## config.mk

```make
export PLATFORM = sky130hd
export DESIGN_NAME = td_status_unit
export DESIGN_NICKNAME = d
export VERILOG_FILES = /design/src/rtl/td_pkg.sv /design/src/rtl/td_tok_decode.sv /design/src/rtl/td_eval.sv /design/src/rtl/td_out_reg.sv /design/src/rtl/td_status_unit.sv
export SDC_FILE = /design/constraint.sdc
export NUM_CORES = 1
export LEC_CHECK = 0
export BUFFER_PORTS_ARGS = -buffer_cell sky130_fd_sc_hd__buf_2
export CAP_MARGIN = 20
export CORE_UTILIZATION = 50
export CTS_CLUSTER_SIZE = 12
export DETAILED_ROUTE_END_ITERATION = 7
export GPL_TIMING_DRIVEN = 1
export PLACE_DENSITY = 0.86
export SYNTH_ARGS = -nofsm -noshare
export SYNTH_HDL_FRONTEND = slang
export SYNTH_SLANG_ARGS = --single-unit
export TNS_END_PERCENT = 50
```

## constraint.sdc

```tcl
create_clock -name clk -period 5.91 [get_ports clk]
set_input_delay 0.2955 -clock clk [delete_from_list [all_inputs] [get_ports clk]]
set_output_delay 0.2955 -clock clk [all_outputs]
set_load 0.005 [all_outputs]
```

## src/rtl/td_pkg.sv

```systemverilog
package td_pkg;
  localparam int WORD_W = 32;

  // control word bit positions (decoded by the list walker)
  localparam int B_SPD    = 29;
  localparam int B_ERR_LO = 27;
  localparam int B_ISO    = 25;
  localparam int B_IOC    = 24;
  localparam int B_ACT    = 23;
  localparam int B_STALL  = 22;
  localparam int B_BABBLE = 20;
  localparam int B_NAK    = 19;
  localparam int B_TMO    = 18;

  localparam logic [7:0] PID_OUT   = 8'hE1;
  localparam logic [7:0] PID_IN    = 8'h69;
  localparam logic [7:0] PID_SETUP = 8'h2D;

  localparam logic [2:0] RS_OK     = 3'd0;
  localparam logic [2:0] RS_NODEV  = 3'd1;
  localparam logic [2:0] RS_NAK    = 3'd2;
  localparam logic [2:0] RS_STALL  = 3'd3;
  localparam logic [2:0] RS_BABBLE = 3'd4;

  typedef enum logic [1:0] {
    VD_ADV   = 2'b00,
    VD_HOLD  = 2'b01,
    VD_ABORT = 2'b10
  } verdict_e;
endpackage

```

## src/rtl/td_tok_decode.sv

```systemverilog
module td_tok_decode
  import td_pkg::*;
#(
  parameter int LEN_W = 11
) (
  input  logic [WORD_W-1:0] token,
  output logic [7:0]        pid,
  output logic [6:0]        dev_addr,
  output logic [3:0]        endpoint,
  output logic [LEN_W-1:0]  max_len
);
  localparam int MAXF_LSB = WORD_W - LEN_W;

  assign pid      = token[7:0];
  assign dev_addr = token[14:8];
  assign endpoint = token[18:15];
  // field holds length minus one; all ones wraps to zero
  assign max_len  = token[WORD_W-1:MAXF_LSB] + LEN_W'(1);
endmodule

```

## src/rtl/td_eval.sv

```systemverilog
module td_eval
  import td_pkg::*;
#(
  parameter int LEN_W  = 11,
  parameter int RLEN_W = 12
) (
  input  logic [WORD_W-1:0] ctrl,
  input  logic [7:0]        pid,
  input  logic [LEN_W-1:0]  max_len,
  input  logic [2:0]        res_kind,
  input  logic [RLEN_W-1:0] res_len,
  output logic [WORD_W-1:0] ctrl_new,
  output verdict_e          verdict,
  output logic [1:0]        cause,
  output logic              usb_err,
  output logic              proc_err
);
  logic             pid_ok, is_in, is_setup, tmo_path;
  logic [2:0]       kind;
  logic [LEN_W-1:0] eff_len;
  logic [1:0]       err_cnt;

  assign is_in    = (pid == PID_IN);
  assign is_setup = (pid == PID_SETUP);
  assign pid_ok   = is_in || is_setup || (pid == PID_OUT);
  assign err_cnt  = ctrl[B_ERR_LO+1:B_ERR_LO];

  always_comb begin
    ctrl_new = ctrl;
    verdict  = VD_HOLD;
    cause    = {1'b0, ctrl[B_IOC]};
    usb_err  = 1'b0;
    proc_err = 1'b0;
    tmo_path = 1'b0;
    kind     = res_kind;
    eff_len  = max_len;
    if (!ctrl[B_ACT]) begin
      // inactive: untouched
    end else if (!pid_ok) begin
      proc_err = 1'b1;
      verdict  = VD_ABORT;
    end else begin
      if (is_in && res_kind == RS_OK) begin
        if (res_len > RLEN_W'(max_len)) kind = RS_BABBLE;
        else eff_len = res_len[LEN_W-1:0];
      end
      if (ctrl[B_ISO]) ctrl_new[B_ACT] = 1'b0;
      case (kind)
        RS_OK: begin
          ctrl_new[LEN_W-1:0] = eff_len - LEN_W'(1);
          ctrl_new[B_ACT]     = 1'b0;
          if (is_in && ctrl[B_SPD] && eff_len < max_len) cause[1] = 1'b1;
          else verdict = VD_ADV;
        end
        RS_NAK: begin
          ctrl_new[B_NAK] = 1'b1;
          tmo_path        = is_setup;
        end
        RS_STALL: begin
          ctrl_new[B_STALL] = 1'b1;
          ctrl_new[B_ACT]   = 1'b0;
        end
        RS_BABBLE: begin
          ctrl_new[B_BABBLE] = 1'b1;
          ctrl_new[B_STALL]  = 1'b1;
          ctrl_new[B_ACT]    = 1'b0;
          verdict            = VD_ABORT;
        end
        default: tmo_path = 1'b1;
      endcase
      if (tmo_path) begin
        ctrl_new[B_TMO] = 1'b1;
        if (err_cnt != 2'd0) begin
          ctrl_new[B_ERR_LO+1:B_ERR_LO] = err_cnt - 2'd1;
          if (err_cnt == 2'd1) begin
            ctrl_new[B_ACT] = 1'b0;
            usb_err         = 1'b1;
          end
        end
      end
    end
  end
endmodule

```

## src/rtl/td_out_reg.sv

```systemverilog
module td_out_reg #(
  parameter int W = 8
) (
  input  logic         clk,
  input  logic         rst,
  input  logic         en,
  input  logic [W-1:0] d,
  output logic         vld,
  output logic [W-1:0] q
);
  always_ff @(posedge clk) begin
    if (rst) begin
      vld <= 1'b0;
      q   <= '0;
    end else begin
      vld <= en;
      if (en) q <= d;
    end
  end
endmodule

```

## src/rtl/td_status_unit.sv

```systemverilog
module td_status_unit
  import td_pkg::*;
#(
  parameter int LEN_W  = 11,
  parameter int RLEN_W = LEN_W + 1
) (
  input  logic              clk,
  input  logic              rst,
  input  logic              in_valid,
  input  logic [31:0]       ctrl_in,
  input  logic [31:0]       token_in,
  input  logic [2:0]        res_kind,
  input  logic [RLEN_W-1:0] res_len,
  output logic              out_valid,
  output logic [31:0]       ctrl_out,
  output logic [1:0]        verdict,
  output logic [1:0]        cause,
  output logic              usb_err,
  output logic              proc_err,
  output logic              ctrl_changed,
  output logic [7:0]        pid,
  output logic [6:0]        dev_addr,
  output logic [3:0]        endpoint,
  output logic [LEN_W-1:0]  max_len
);
  localparam int PAY_W = WORD_W + 2 + 2 + 3 + 8 + 7 + 4 + LEN_W;

  logic [7:0]        d_pid;
  logic [6:0]        d_addr;
  logic [3:0]        d_ep;
  logic [LEN_W-1:0]  d_max;
  logic [WORD_W-1:0] d_ctrl;
  verdict_e          d_vd;
  logic [1:0]        d_cause;
  logic              d_ue, d_pe, d_chg;
  logic [PAY_W-1:0]  pay_d, pay_q;

  td_tok_decode #(.LEN_W(LEN_W)) u_dec (
    .token(token_in), .pid(d_pid), .dev_addr(d_addr),
    .endpoint(d_ep), .max_len(d_max)
  );

  td_eval #(.LEN_W(LEN_W), .RLEN_W(RLEN_W)) u_eval (
    .ctrl(ctrl_in), .pid(d_pid), .max_len(d_max), .res_kind(res_kind),
    .res_len(res_len), .ctrl_new(d_ctrl), .verdict(d_vd), .cause(d_cause),
    .usb_err(d_ue), .proc_err(d_pe)
  );

  assign d_chg = (d_ctrl != ctrl_in);
  assign pay_d = {d_ctrl, d_vd, d_cause, d_ue, d_pe, d_chg,
                  d_pid, d_addr, d_ep, d_max};

  td_out_reg #(.W(PAY_W)) u_reg (
    .clk(clk), .rst(rst), .en(in_valid), .d(pay_d),
    .vld(out_valid), .q(pay_q)
  );

  assign {ctrl_out, verdict, cause, usb_err, proc_err, ctrl_changed,
          pid, dev_addr, endpoint, max_len} = pay_q;
endmodule

```

Yosys cells after proc, flatten, opt, wreduce, memory -nomap -nowiden. Index checks and enable logic that the tools add are counted.

Mux-type cells: 46. Reduce and logical (&&, ||, !) cells: 10. $add $sub $neg: 3. Equality and inequality tests: 8. $lt $le $gt $ge: 2.

Operator list (number): 11-bit 2-to-1 mux (7); 1-bit 2-to-1 mux (23); 3-bit 2-to-1 mux (6); 18-bit inequality test (1); 2-bit 2-to-1 mux (8); 12-bit by 11-bit greater-than comparator with 1-bit output (1); 11-bit by 1-bit adder with 11-bit output, second input constant (1); 11-bit less-than comparator (1); 11-bit by 1-bit subtractor with 11-bit output, second input constant (1); 8-bit by 6-bit == test with 1-bit output, second input constant (1); 8-bit by 7-bit == test with 1-bit output, second input constant (1); 8-bit == test, second input constant (1); 3-bit by 2-bit == test with 1-bit output, second input constant (2); 3-bit logical NOT (2); 2-bit one-hot mux with 2 select lines (1); 3-bit == test, second input constant (1); 1-bit logical AND (3); 3-bit OR reduction (1); 2-bit by 1-bit == test with 1-bit output, second input constant (1); 1-bit logical OR (2); 1-bit one-hot mux with 2 select lines (1); 2-bit nonzero test (1); 2-bit OR reduction (1); 2-bit by 1-bit subtractor with 2-bit output, second input constant (1).

Bits in registers: 70. Bits of input ports: 82. Logic and storage cells: 71.

Logic depth before layout (Yosys ltp). Gate-level depths: netlist (run 1).

Word-level depth: 15. Mapped depth: 27. Mapped depth without buffers: 23.

Hierarchy. From an unflattened synthesis (run 1), not the netlist that was laid out.

Cells, all modules: 533. Area total of the unflattened synthesis: 4670.7 sq um.

Modules (own cells, without submodules): td_out_reg (instances 1, seq. area each 1401.3 sq um, cells each 225, area an instance 2506.2 sq um); td_eval (instances 1, seq. area each 0.0 sq um, cells each 224, area an instance 1511.4 sq um); td_status_unit (instances 1, seq. area each 0.0 sq um, cells each 43, area an instance 346.6 sq um); td_tok_decode (instances 1, seq. area each 0.0 sq um, cells each 41, area an instance 306.5 sq um).

Worst setup path after synthesis (run 1). No wires, ideal clock.

Kind: input to register. Start point: input port token_in[23]. End point: register u_reg.q[35]. Library setup time: 0.070 ns. Path buffers: 3. Slack: 1.162 ns. Arrival: 4.678 ns. Stages: 25. Cell sequence: buf_2 -> nand3_1 -> nor2_1 -> and3_1 -> xnor2_1 -> ha_1 -> o21ai_0 -> nor3b_1 -> a221o_1 -> nor3_4 -> a21o_1 -> buf_6 -> buf_6 -> mux2i_1 -> inv_1 -> ha_1 -> a2111oi_0 -> nand4_1 -> nor4_1 -> nand3_1 -> nor3_1 -> or3_1 -> a31o_1 -> o211ai_1 -> a21oi_1.

Cells in the longest elaborated chain, start to end: 12.

RTL lines: start: declaration (RTL line td_status_unit.sv:11) `input logic [31:0] token_in,`; 11-bit by 1-bit adder with 11-bit output * (RTL line td_tok_decode.sv:18) `assign max_len = token[WORD_W-1:MAXF_LSB] + LEN_W'(1);`; 12-bit by 11-bit greater-than comparator with 1-bit output (RTL line td_eval.sv:44) `if (res_len > RLEN_W'(max_len)) kind = RS_BABBLE;`; 11-bit 2-to-1 mux (RTL line td_eval.sv:44); 11-bit 2-to-1 mux (RTL line td_eval.sv:43) `if (is_in && res_kind == RS_OK) begin`; 11-bit 2-to-1 mux (RTL line td_eval.sv:39) `end else if (!pid_ok) begin`; 11-bit 2-to-1 mux (RTL line td_eval.sv:37) `if (!ctrl[B_ACT]) begin`; 11-bit less-than comparator (RTL line td_eval.sv:52) `if (is_in && ctrl[B_SPD] && eff_len < max_len) cause[1] = 1'b1;`; 1-bit logical AND (RTL line td_eval.sv:52); 1-bit 2-to-1 mux (RTL line td_eval.sv:52); 2-bit one-hot mux with 2 select lines * (RTL line td_eval.sv:48) `case (kind)`; 2-bit 2-to-1 mux * (RTL line td_eval.sv:39); 2-bit 2-to-1 mux * (RTL line td_eval.sv:37); end signal: assignment (RTL line td_out_reg.sv:14) `q <= '0;`; end signal: assignment (RTL line td_out_reg.sv:17) `if (en) q <= d;`; end: declaration (RTL line td_out_reg.sv:9) `output logic [W-1:0] q`.

Mark *: on every way between the ends. The rest lies on a longest branch, timed or not. The select of a mux whose other input is x is not followed. A chain may end at the register's enable or synchronous reset.

Final worst setup path (run 1).
Start point: input port token_in[21]. End point: register u_reg.q[35].

The elaborated chain is that of the path after synthesis.

==> flow_summary.rst, run 1 <==
.. list-table::
   :header-rows: 1

   * - Metric
     - Value
   * - Max-slew violations
     - 0
   * - Detailed-router iteration count before antenna repair
     - 5
   * - Post-Synthesis Cell Area
     - 4230 um2
   * - Setup bufs post-CTS
     - 0
   * - Initial drt markers
     - 230
   * - Core utilization of the finished layout
     - a little under two thirds
   * - Floorplan row count
     - 33
   * - Total GRT Usage
     - between 20% and 30%
   * - Final cycle utilization of the critical path
     - 89.8%
   * - FILL cells
     - around 730
   * - Leakage power total
     - 2.44 nW
   * - Detailed-placement wirelength estimate
     - 9120 um
   * - Unrepaired setup endpoints after global routing
     - false
   * - Worst-path fanout max
     - 8
   * - Area of the die
     - 8830 um2
   * - Deepest clock path buffer count
     - 2
   * - Number of different library cells in the post-synthesis netlist
     - 66
   * - Mean post-synth cell area
     - 8.38 um2
   * - Number of warnings reported in the yosys synthesis log
     - 0
   * - Final routed wire length divided by cell count
     - 15.9 um
   * - Number of global-route vias before repair
     - 4024
   * - Hold buffer count at cts
     - 0
   * - Cell family with the largest share of critical-path delay
     - compound AO/OA/AOI/OAI gates
   * - Max rail drop VDD
     - 158 uV
   * - Root buffer cell
     - sky130_fd_sc_hd__clkbuf_8
   * - Clock slew seen by the registers of the worst setup and hold paths
     - 0.08 ns
   * - Req. time, crit path
     - 6.19 ns
   * - Cts repair resizes
     - 0
   * - Share of async-settable or async-resettable flops after synthesis
     - 0%
   * - Post-layout minimum cycle time
     - 5.31 ns
   * - I/O pins
     - 152
   * - Number of buffer and inverter stages on the critical path
     - 3
   * - Outcome
     - finished clean
   * - Portion of the post-synthesis area used by sequential elements
     - 32.7%
   * - Cell repeated most along the worst path
     - sky130_fd_sc_hd__ha_1
   * - Final Wtd Congestion
     - between 0.9 and 1
   * - Wire length of the first global-routing pass
     - 18800 um
   * - Clock tree from TritonCTS
     - yes
   * - Global route overflow
     - 0
   * - Type of the worst setup path
     - primary input to flop
   * - Number of flops mapped to enable cells by yosys
     - 0
   * - Endpoint type of the worst setup path
     - flop
   * - Critical path's slowest cell
     - sky130_fd_sc_hd__a2111oi_0
   * - Maximum clock frequency
     - ~0.19 GHz
   * - Via-per-instance ratio
     - approximately 5.7
   * - Synthesis-to-finish area growth
     - 23.8%
   * - Number of cells produced by synthesis
     - 505
   * - Transition time at the pin with the least slew margin
     - approximately 1 ns
   * - Share of final-layout standard cells stronger than drive strength 1
     - 28.5%
   * - Clock skew
     - 0 ns
   * - Worst max-slew margin expressed relative to the limit
     - 34.2%
   * - Setup-violating endpoint count in the final report
     - 0
   * - Fraction of synthesized cell area taken by the top area cell type
     - 32.7%
   * - Number of nets in the finished design
     - roughly 740
   * - Ordered list of cells on the worst path
     - buf_2, ha_1, nand3_2, xnor2_1, inv_1, ha_1, o21ai_0, nor3b_1, a221o_1, nor3_4, a21o_1, mux2i_1, inv_1, ha_1, a2111oi_0, nand4_1, nor4_1, nand3_1, nor3_1, o31ai_1, a21oi_1, o211ai_1, a21oi_1
   * - Post-synthesis net count
     - between 600 and 700
   * - #FFs+latches synth
     - 69
   * - Post-route ant nets
     - 0
   * - Kind of launch point of the worst setup path
     - primary input
   * - Setup Total Neg Slack
     - 0 ns
   * - Cell type with the highest aggregate area in the netlist
     - sky130_fd_sc_hd__dfxtp_1
   * - Main flop type after synthesis
     - sky130_fd_sc_hd__dfxtp_1
   * - Level count of the clock H-tree
     - 3
   * - Area of the core
     - 8220 um2
   * - Die width
     - 94.0 um
   * - Vertical extent of the die
     - around 94 um
   * - Number of buffers added by the clock tree synthesis step
     - 9
   * - Max incr delay on CP
     - between 0.4 and 0.5 ns
   * - Pwr per Cell Area
     - 228 nW/um2
   * - Number of buffers added on ports
     - 149
   * - Clk Latency, worst-skew pair
     - 0.34 ns
   * - Final Hold Fails
     - 0
   * - Drc violations
     - 0
   * - Max_cap viols
     - 0
   * - CP arrival
     - 5.58 ns
   * - Routed Wire Length
     - 12000 um
   * - Hold Path Class
     - primary input to flop
   * - Vias post-DR
     - around 4300
   * - Number of sinks handled by clock tree synthesis
     - 69
   * - Initial core utilization
     - 51.5%
   * - Leading post-synthesis cells by cell area
     - sky130_fd_sc_hd__dfxtp_1 33%, sky130_fd_sc_hd__mux2i_1 10%, sky130_fd_sc_hd__nor2_1 6.6%
   * - Pin count of the biggest net entering global routing
     - 85
   * - Number of diodes added for antenna fixing
     - 0
   * - Antenna violations before repair
     - 0
[layer usage]
metal / vias up / share of wire, % / global-route usage (%)
li1: 2078 / - / -
met1: 1992 / 44 / 35.5
met2: 173 / 48 / 45.4
met3: 22 / 6.2 / 4.69
met4: 0 / 1.8 / 9.49
met5: - / 0 / 0
[through the flow]
step	hold slack [ns]	cell area [um2]	power [mW]	std cells	worst slack, ns
after CTS	0.172	5240	1.20	751	0.743
final	0.184	5240	1.19	751	0.602
after global routing	0.185	5240	1.25	751	0.119
after global placement	0.446	5010	0.748	735	0.524
after detailed placement	0.454	5010	0.758	735	0.405
after floorplan	0.395	4230	0.661	505	1.16
[flip-flops by register name (all words and copies together) (netlist names)]
register,cells
u_reg.q,68
u_reg.vld,1
[layout by cell type (no fill, tap or decap), drive strengths merged, types with 3 or more instances in the layout]
cell type  instances
buf              154
nor2              75
dfxtp             69
nand2             45
mux2i             44
inv               20
o21ai             20
ha                18
a211oi            17
a21oi             17
nor3              13
clkbuf            10
nand3             10
xnor2             10
and2               9
xor2               9
nand4              8
a31oi              6
nor2b              5
nor3b              5
and3               5
o211ai             5
or2                4
nor4               4
xnor3              4
o21a               4
or3                4
o22ai              4
o311ai             3
nand2b             3
nor4b              3
or4                3
a31o               3
clkinv             3
[layout make-up]
class	instances	area [um2]	area share, %
multi-input combinational	387	2630	50.3
inverter	20	75.1	1.43
clock buffer	10	138	2.63
tap	105	131	2.51
clock inverter	6	93.8	1.79
timing repair buffer	154	786	15.0
sequential	69	1380	26.4
[cell families (layout without fill, tap and decap cells)]
| logic type | Yosys count | count (layout) | synth area share (%) |
|---|---|---|---|
| compound gates | 97 | 97 | 15.4 |
| buf+inv | 49 | 190 | 5.12 |
| mux | 47 | 47 | 11.6 |
| flops | 69 | 69 | 32.7 |
| xor+xnor | 23 | 23 | 6.24 |
| simple gates | 202 | 202 | 23.7 |
| fa+ha+maj | 18 | 18 | 5.32 |
[synth_stat cells (3+ instances only)]
master and count:
sky130_fd_sc_hd__xnor3_1 4, sky130_fd_sc_hd__and3_1 5, sky130_fd_sc_hd__or2_2 4, sky130_fd_sc_hd__o21a_1 4, sky130_fd_sc_hd__o211ai_1 5, sky130_fd_sc_hd__a211oi_1 17
sky130_fd_sc_hd__nand3_1 9, sky130_fd_sc_hd__o22ai_1 4, sky130_fd_sc_hd__or3_1 4, sky130_fd_sc_hd__and2_1 9, sky130_fd_sc_hd__o311ai_0 3, sky130_fd_sc_hd__xor2_1 9
sky130_fd_sc_hd__nor2_1 74, sky130_fd_sc_hd__buf_6 3, sky130_fd_sc_hd__nor3b_1 5, sky130_fd_sc_hd__nor4b_1 3, sky130_fd_sc_hd__o21ai_1 5, sky130_fd_sc_hd__a31oi_1 6
sky130_fd_sc_hd__nand2b_1 3, sky130_fd_sc_hd__inv_1 19, sky130_fd_sc_hd__nand2_1 45, sky130_fd_sc_hd__mux2i_1 44, sky130_fd_sc_hd__a31o_1 3, sky130_fd_sc_hd__o21ai_0 15
sky130_fd_sc_hd__clkbuf_1 20, sky130_fd_sc_hd__nor2b_1 5, sky130_fd_sc_hd__nand4_1 8, sky130_fd_sc_hd__dfxtp_1 69, sky130_fd_sc_hd__ha_1 18, sky130_fd_sc_hd__nor3_1 11
sky130_fd_sc_hd__nor4_1 4, sky130_fd_sc_hd__or4_1 3, sky130_fd_sc_hd__a21oi_1 17, sky130_fd_sc_hd__xnor2_1 9
[worst paths after layout]
kind | start | endpoint | slack (ns) | cells after the start
setup / recovery | token_in[21] | u_reg.q[35]$_SDFFE_PP0P_ | 0.60 | 23
hold reg to reg | u_reg.q[38]$_SDFFE_PP0P_ | u_reg.q[38]$_SDFFE_PP0P_ | 0.47 | 2
hold / removal | ctrl_in[13] | u_reg.q[50]$_SDFFE_PP0P_ | 0.18 | 3
setup reg to reg | u_reg.q[47]$_SDFFE_PP0P_ | u_reg.q[47]$_SDFFE_PP0P_ | 4.98 | 3
[worst register-to-register path, delay by kind of cell, from the launching register on]
kind,cells,cell delay (ns)
compound gates,2,0.20
flops,1,0.33
simple gates,1,0.27
[power by group]
group,switching (mW),internal [mW],total [mW],leakage [nW]
sequential,0.0141,0.493,0.507,0.570
combinational,0.134,0.110,0.244,1.76
clock,0.190,0.252,0.442,0.113
total,0.338,0.855,1.19,2.44
Note: power is estimated with default switching activity, not from simulation.
==> inputs of run 2 (changes only) <==
--- a/config.mk
+++ b/config.mk
@@ -5,9 +5,10 @@
 export SDC_FILE = /design/constraint.sdc
 export NUM_CORES = 1
 export LEC_CHECK = 0
+export ABC_AREA = 1
 export BUFFER_PORTS_ARGS = -buffer_cell sky130_fd_sc_hd__buf_2
 export CAP_MARGIN = 20
-export CORE_UTILIZATION = 50
+export CORE_UTILIZATION = 49
 export CTS_CLUSTER_SIZE = 12
 export DETAILED_ROUTE_END_ITERATION = 7
 export GPL_TIMING_DRIVEN = 1
==> run 2 against run 1 <==
  * Combinational power fell by 12%
  * Cell count rose by 4.7%
  * Wire length fell by 11%
  * Sequential power barely moved
  * Critical path depth rose by 9
  * Critical path type unchanged
  * Critical endpoint unchanged
  * Largest cell class unchanged
==> flow_summary.rst, run 2 <==
.. list-table::
   :header-rows: 1

   * - Metric
     - Value
   * - Outcome
     - finished clean
   * - FILL cells
     - 702
   * - Initial core utilization
     - about half
   * - Register area
     - 1380 um2
   * - Post-route ant nets
     - 0
   * - Synth Area in Simple Gates
     - 30.3%
   * - Most common cell after layout, fill and taps aside
     - sky130_fd_sc_hd__buf_2
   * - Most flops, register
     - u_reg.q
   * - Synth Area in Compound Gates
     - 18.4%
   * - Detailed-router iteration count before antenna repair
     - 4
   * - Final Wtd Congestion
     - 0.891
   * - Number of diodes added for antenna fixing
     - 0
   * - Worst max-slew margin expressed relative to the limit
     - 55.6%
   * - Fraction of synthesized cell area taken by the top area cell type
     - roughly 36%
   * - Clock slew seen by the registers of the worst setup and hold paths
     - 0.07 ns
   * - Cell repeated most along the worst path
     - sky130_fd_sc_hd__inv_1
   * - Inst Count DP
     - 768
   * - Worst-path fanout max
     - 25
   * - Number of flops mapped to enable cells by yosys
     - 0
   * - Unrepaired setup endpoints after global routing
     - false
   * - Final Hold Fails
     - 0
   * - Pin count of the biggest net entering global routing
     - 56
   * - Adder and majority cell fraction of the synthesized area
     - around 5.8%
   * - Via-per-instance ratio
     - 5.29
   * - Most common cell in the synthesized netlist
     - sky130_fd_sc_hd__nand2_1
   * - Vias post-DR
     - 4156
   * - I/O pins
     - 152
   * - Kind of launch point of the worst setup path
     - primary input
   * - Final worst-path setup slack
     - about 1.9 ns
   * - Post-layout minimum cycle time
     - ~4.0 ns
   * - Cts repair resizes
     - 0
   * - Portion of netlist area occupied by mux cells
     - 0%
   * - Post-synthesis net count
     - about 640
   * - Max_cap viols
     - 0
   * - Critical path's slowest cell
     - sky130_fd_sc_hd__ha_1
   * - Number of global-route vias before repair
     - around 3800
   * - Share of async-settable or async-resettable flops after synthesis
     - 0%
   * - Main flop type after synthesis
     - sky130_fd_sc_hd__dfxtp_1
   * - #FFs+latches synth
     - 69
   * - Cell type with the highest aggregate area in the netlist
     - sky130_fd_sc_hd__dfxtp_1
   * - Number of different library cells in the post-synthesis netlist
     - 43
   * - Antenna violations before repair
     - 0
   * - Total Power Consumption
     - about 1.1 mW
   * - Area of combinational cells with multiple inputs
     - 2180 um2
   * - Number of buffers added on ports
     - 149
   * - Clock skew
     - 0 ns
   * - Total GRT Usage
     - 25.3%
   * - Setup bufs post-CTS
     - 0
   * - Clock tree from TritonCTS
     - yes
   * - Core utilization of the finished layout
     - between 60 and 70%
   * - Routed Wire Length
     - 10600 um
   * - Setup-violating endpoint count in the final report
     - 0
   * - Transition time at the pin with the least slew margin
     - 0.666 ns
   * - Max reg flops
     - 68
   * - Hold Path Class
     - primary input to flop
   * - Post-Synthesis Cell Area
     - 3870 um2
   * - Type of the worst setup path
     - primary input to flop
   * - Wire length of the first global-routing pass
     - 16900 um
   * - Most frequent cells in the layout
     - 149 x sky130_fd_sc_hd__buf_2, 126 x sky130_fd_sc_hd__nand2_1, 69 x sky130_fd_sc_hd__dfxtp_1
   * - Detailed-placement wirelength estimate
     - 8290 um
   * - Global route overflow
     - 0
   * - Max-slew violations
     - 0
   * - Pwr per Cell Area
     - 224 nW/um2
   * - Area of the core
     - between 7000 and 8000 um2
   * - Number of sinks handled by clock tree synthesis
     - 69
   * - Commonest cells in the synthesized netlist
     - 126 x sky130_fd_sc_hd__nand2_1, 69 x sky130_fd_sc_hd__dfxtp_1, 57 x sky130_fd_sc_hd__inv_1
   * - Max incr delay on CP
     - 0.32 ns
   * - Clk Latency, worst-skew pair
     - approximately 0.33 ns
   * - Max rail drop VDD
     - 133 uV
   * - Final routed wire length divided by cell count
     - 13.5 um
   * - Synthesis-to-finish area growth
     - 26.5%
   * - Mean post-synth cell area
     - 7.24 um2
   * - Drc violations
     - 0
   * - Leakage power total
     - 2.59 nW
   * - Pre-CTS WS
     - 1.65 ns
   * - Level count of the clock H-tree
     - 3
   * - Leading post-synthesis cells by cell area
     - sky130_fd_sc_hd__dfxtp_1 36%, sky130_fd_sc_hd__nand2_1 12%, sky130_fd_sc_hd__a22o_1 5.9%
   * - Vertical extent of the die
     - 90.9 um
   * - Number of cells produced by synthesis
     - 535
   * - Endpoint type of the worst setup path
     - flop
   * - Hold buffer count at cts
     - 0
   * - Root buffer cell
     - sky130_fd_sc_hd__clkbuf_8
   * - Area of the die
     - 8270 um2
   * - Deepest clock path buffer count
     - 2
   * - Maximum clock frequency
     - 0.250 GHz
   * - Final cycle utilization of the critical path
     - 67.8%
   * - Number of standard cells in the layout, taps in and fillers out
     - between 700 and 800
   * - Largest family of logic cells by synthesized area
     - simple AND/OR/NAND/NOR gates
   * - Number of nets in the finished design
     - between 700 and 800
   * - Number of warnings reported in the yosys synthesis log
     - 0
   * - Setup Total Neg Slack
     - 0 ns
   * - CP arrival
     - 4.23 ns
   * - Req. time, crit path
     - 6.13 ns
   * - Initial drt markers
     - 160
   * - Share of final-layout standard cells stronger than drive strength 1
     - 31.6%
   * - Post-synthesis xor/xnor area fraction
     - around 1.4%
   * - Floorplan row count
     - 32
   * - Portion of the post-synthesis area used by sequential elements
     - 35.7%
   * - Regs by FF count
     - u_reg.q x68, u_reg.vld x1
   * - Number of buffers added by the clock tree synthesis step
     - 9
   * - Die width
     - 90.9 um
[run 2: cell count changes in the layout (fill, tap and decap cells not counted), sizes merged, moves of 6 or more]
cell / change
xnor2: -7
nor2: -27
nand3: +31
inv: +41
a22o: +26
a211oi: -17
mux2i: -44
o21ai: +35
nand2: +95
xor2: -6
nor3: -6
and2: -9
[run 2: where the power goes]
part	total [mW]	switching (mW)	internal, mW	leakage (nW)
registers	0.506	0.0133	0.493	0.570
logic	0.215	0.124	0.0910	1.92
clock network	0.376	0.180	0.196	0.0996
[run 2: kinds of logic after synthesis]
group | after synthesis
xor+xnor | 6
flops | 69
simple gates | 252
compound gates | 110
fa+ha+maj | 18
buf+inv | 80
[run 2: critical path, delay by kind of cell]
kind                     cells  cell delay [ns]
AND/OR/NAND/NOR             17             1.77
AO/OA/AOI/OAI                3             0.48
buffers and inverters        8             0.62
XOR/XNOR                     1             0.24
adder cells (fa/ha/maj)      3             0.82
[run 2: per-layer routing]
layer | global-route usage (%) | share of wire (%)
met5 | 0 | 0
met4 | 8.99 | 1.5
met3 | 4.38 | 5.5
met2 | 46.3 | 51
met1 | 29.6 | 42
[run 2: cell type report]
type                       count  share of cell area (%)
clock inverter                 7                    1.51
multi-input combinational    386                    44.4
clock buffer                   9                    2.53
sequential                    69                    28.2
timing repair buffer         152                    16.1
tap                          102                    2.60
inverter                      61                    4.67
[run 2: path summary, 6_finish.rpt]
check	from	to	slack [ns]	cells after the start
worst min register to register	u_reg.q[8]$_SDFFE_PP0P_	u_reg.q[8]$_SDFFE_PP0P_	0.45	2
worst min-delay path	token_in[0]	u_reg.q[22]$_SDFFE_PP0P_	0.17	3
worst max-delay path	token_in[21]	u_reg.q[35]$_SDFFE_PP0P_	1.91	32
worst max register to register	u_reg.q[41]$_SDFFE_PP0P_	u_reg.q[41]$_SDFFE_PP0P_	5.22	2
[run 2: metrics by stage]
step | instance area [um2] | hold WS, ns
floorplan | 3870 | 0.399
global placement | 4670 | 0.435
detailed placement | 4670 | 0.442
CTS | 4860 | 0.144
global route | 4900 | 0.157
finish | 4900 | 0.166
==> inputs of run 3 (changes only) <==
--- a/config.mk
+++ b/config.mk
@@ -5,14 +5,14 @@
 export SDC_FILE = /design/constraint.sdc
 export NUM_CORES = 1
 export LEC_CHECK = 0
-export ABC_AREA = 1
+export ABC_AREA = 0
 export BUFFER_PORTS_ARGS = -buffer_cell sky130_fd_sc_hd__buf_2
 export CAP_MARGIN = 20
-export CORE_UTILIZATION = 49
+export CORE_UTILIZATION = 46
 export CTS_CLUSTER_SIZE = 12
 export DETAILED_ROUTE_END_ITERATION = 7
 export GPL_TIMING_DRIVEN = 1
-export PLACE_DENSITY = 0.86
+export PLACE_DENSITY = 0.84
 export SYNTH_ARGS = -nofsm -noshare
 export SYNTH_HDL_FRONTEND = slang
 export SYNTH_SLANG_ARGS = --single-unit
==> constraint.sdc (replaced) <==
create_clock -name clk -period 3.2 [get_ports clk]
set_input_delay 0.16 -clock clk [delete_from_list [all_inputs] [get_ports clk]]
set_output_delay 0.16 -clock clk [all_outputs]
set_load 0.005 [all_outputs]
==> run 3 against run 2 <==
  * The run now ends with DRC, setup timing left
  * Clock skew is the same
  * Clock power grew 78%
  * Wire length grew 45%
  * Global-route usage grew 6.2 points
  * Worst setup slack lost 2.8 ns
  * Clock-buffer cell count grew 1
==> flow_summary.rst, run 3 (synthesis results as in run 1) <==
.. list-table::
   :header-rows: 1

   * - Metric
     - Value
   * - Outcome
     - complete, but fails checks
   * - Max_cap viols
     - 0
   * - Leakage power total
     - 3.19 nW
   * - Setup-violating endpoint count in the final report
     - 13
   * - Clk Latency, worst-skew pair
     - around 0.33 ns
   * - Pin count of the biggest net entering global routing
     - 65
   * - Deepest clock path buffer count
     - 2
   * - Max reg flops
     - 68
   * - Vias post-DR
     - 4953
   * - Final cycle utilization of the critical path
     - 127%
   * - Wire length of the first global-routing pass
     - 23900 um
   * - Transition time at the pin with the least slew margin
     - about 0.7 ns
   * - Area of the die
     - 9580 um2
   * - Max-slew violations
     - 0
   * - Req. time, crit path
     - 3.42 ns
   * - Detailed-placement wirelength estimate
     - roughly 11000 um
   * - Die width
     - 97.9 um
   * - Most frequent cells in the layout
     - 140 x sky130_fd_sc_hd__buf_2, 117 x sky130_fd_sc_hd__buf_4, 70 x sky130_fd_sc_hd__nor2_1
   * - Clock skew
     - 0 ns
   * - Type of the worst setup path
     - primary input to flop
   * - Area of the core
     - 8810 um2
   * - Antenna violations before repair
     - 0
   * - Clock tree from TritonCTS
     - yes
   * - Failing checks
     - DRC, setup timing
   * - Number of diodes added for antenna fixing
     - 0
   * - Final Wtd Congestion
     - 0.955
   * - Initial drt markers
     - 312
   * - Number of global-route vias before repair
     - 4862
   * - Number of buffers added by the clock tree synthesis step
     - 9
   * - Most flops, register
     - u_reg.q
   * - Initial core utilization
     - 48.0%
   * - Via-per-instance ratio
     - 5.61
   * - Most common cell after layout, fill and taps aside
     - sky130_fd_sc_hd__buf_2
   * - I/O pins
     - roughly 150
   * - Number of standard cells in the layout, taps in and fillers out
     - 883
   * - Number of buffers added on ports
     - approximately 150
   * - Pwr per Cell Area
     - 341 nW/um2
   * - Endpoint type of the worst setup path
     - flop
   * - Number of nets in the finished design
     - 870
   * - Root buffer cell
     - sky130_fd_sc_hd__clkbuf_8
   * - Post-route ant nets
     - 0
   * - Share of final-layout standard cells stronger than drive strength 1
     - approximately half
   * - Clock slew seen by the registers of the worst setup and hold paths
     - 0.08 ns
   * - Regs by FF count
     - u_reg.q x68, u_reg.vld x1
   * - Drc violations
     - 8
   * - Final Hold Fails
     - 0
   * - Routed Wire Length
     - approximately 15000 um
   * - Number of sinks handled by clock tree synthesis
     - 69
   * - Synthesis-to-finish area growth
     - 60.1%
   * - Detailed-router iteration count before antenna repair
     - 6
   * - Post-layout minimum cycle time
     - slightly above 4 ns
   * - Hold Path Class
     - primary input to flop
   * - Inst Count DP
     - 825
   * - Total GRT Usage
     - a little under a third
   * - Global route overflow
     - 0
   * - Kind of launch point of the worst setup path
     - primary input
   * - Level count of the clock H-tree
     - 3
   * - Final routed wire length divided by cell count
     - 17.5 um
   * - Total Power Consumption
     - 2.31 mW
   * - Final worst-path setup slack
     - -0.859 ns
   * - Maximum clock frequency
     - 0.246 GHz
   * - Worst max-slew margin expressed relative to the limit
     - 52.3%
   * - Vertical extent of the die
     - 97.9 um
   * - Floorplan row count
     - 34
   * - Max rail drop VDD
     - 279 uV
   * - Worst-path fanout max
     - 4
   * - CP arrival
     - 4.28 ns
   * - Unrepaired setup endpoints after global routing
     - true
-- run 3: worst paths after layout --
path / startpoint / to / slack, ns / cells after the start
worst min register to register: u_reg.q[30]$_SDFFE_PP0P_ / u_reg.q[30]$_SDFFE_PP0P_ / 0.46 / 2
worst min-delay path: ctrl_in[12] / u_reg.q[49]$_SDFFE_PP0P_ / 0.05 / 3
worst max-delay path: token_in[22] / u_reg.q[35]$_SDFFE_PP0P_ / -0.86 / 24
worst max register to register: u_reg.q[47]$_SDFFE_PP0P_ / u_reg.q[47]$_SDFFE_PP0P_ / 2.30 / 3
-- run 3: repair_timing --
action | in CTS | in global routing
endpoints found under the hold margin | 0 | 0
gates cloned | 0 | 0
pin swaps | 39 | 28
setup endpoints to repair | 8 | 13
resized for setup | 74 | 30
hold buffers | 0 | 0
setup buffers | 39 | 7
-- run 3: worst max-delay path: stages --
cell,delay [ns]
sky130_fd_sc_hd__buf_4,0.11
sky130_fd_sc_hd__ha_4,0.16
sky130_fd_sc_hd__nand3_2,0.11
sky130_fd_sc_hd__xnor2_2,0.23
sky130_fd_sc_hd__inv_1,0.10
sky130_fd_sc_hd__ha_1,0.22
sky130_fd_sc_hd__o21ai_2,0.14
sky130_fd_sc_hd__nor3b_2,0.06
sky130_fd_sc_hd__a221o_1,0.41
sky130_fd_sc_hd__nor3_4,0.21
sky130_fd_sc_hd__a21o_1,0.16
sky130_fd_sc_hd__buf_6,0.12
sky130_fd_sc_hd__mux2i_2,0.22
sky130_fd_sc_hd__inv_1,0.10
sky130_fd_sc_hd__ha_4,0.27
sky130_fd_sc_hd__nand2_2,0.04
sky130_fd_sc_hd__nand4_1,0.13
sky130_fd_sc_hd__o2111ai_4,0.15
sky130_fd_sc_hd__nor4b_4,0.28
sky130_fd_sc_hd__a211oi_2,0.12
sky130_fd_sc_hd__or3_1,0.32
sky130_fd_sc_hd__a31o_1,0.19
sky130_fd_sc_hd__o211ai_1,0.17
sky130_fd_sc_hd__a21oi_1,0.08
-- run 3: area by class of cell --
type	instances	area [um2]
clock buffer	10	138
clock inverter	6	46.3
fill	623	2030
inverter	20	77.6
multi-input combinational	387	3110
sequential	69	1380
tap	108	135
timing repair buffer	283	1880
-- run 3: where the power goes --
| part | switching [mW] | internal [mW] | leakage [nW] |
|---|---|---|---|
| Combinational | 0.340 | 0.363 | 2.53 |
| Sequential | 0.0260 | 0.910 | 0.570 |
| Clock | 0.363 | 0.308 | 0.0893 |
| Total | 0.729 | 1.58 | 3.19 |
-- run 3: metal layers --
metal  vias to the layer above  part of all wire, %  wire (um)  track usage [%]
met4                         0                  3.2        494             12.9
met5                         -                    0          0                0
li1                       2352                    -          -                -
met3                        46                  5.6        865             6.37
met1                      2347                   41       6290             37.6
met2                       208                   50       7760             55.3
-- run 3: through the flow --
step                TNS (ns)  setup WS [ns]  area, um2  hold WS, ns  util [%]
finish                 -5.59         -0.859       6770       0.0474      76.9
global placement       -6.86          -1.15       5770        0.392      65.5
detailed placement     -7.71          -1.29       5770        0.398      65.5
CTS                    -6.20         -0.877       6570       0.0349      74.7
floorplan              -4.03          -1.19       4350        0.259         -
global route           -7.67          -1.10       6770       0.0325      76.9
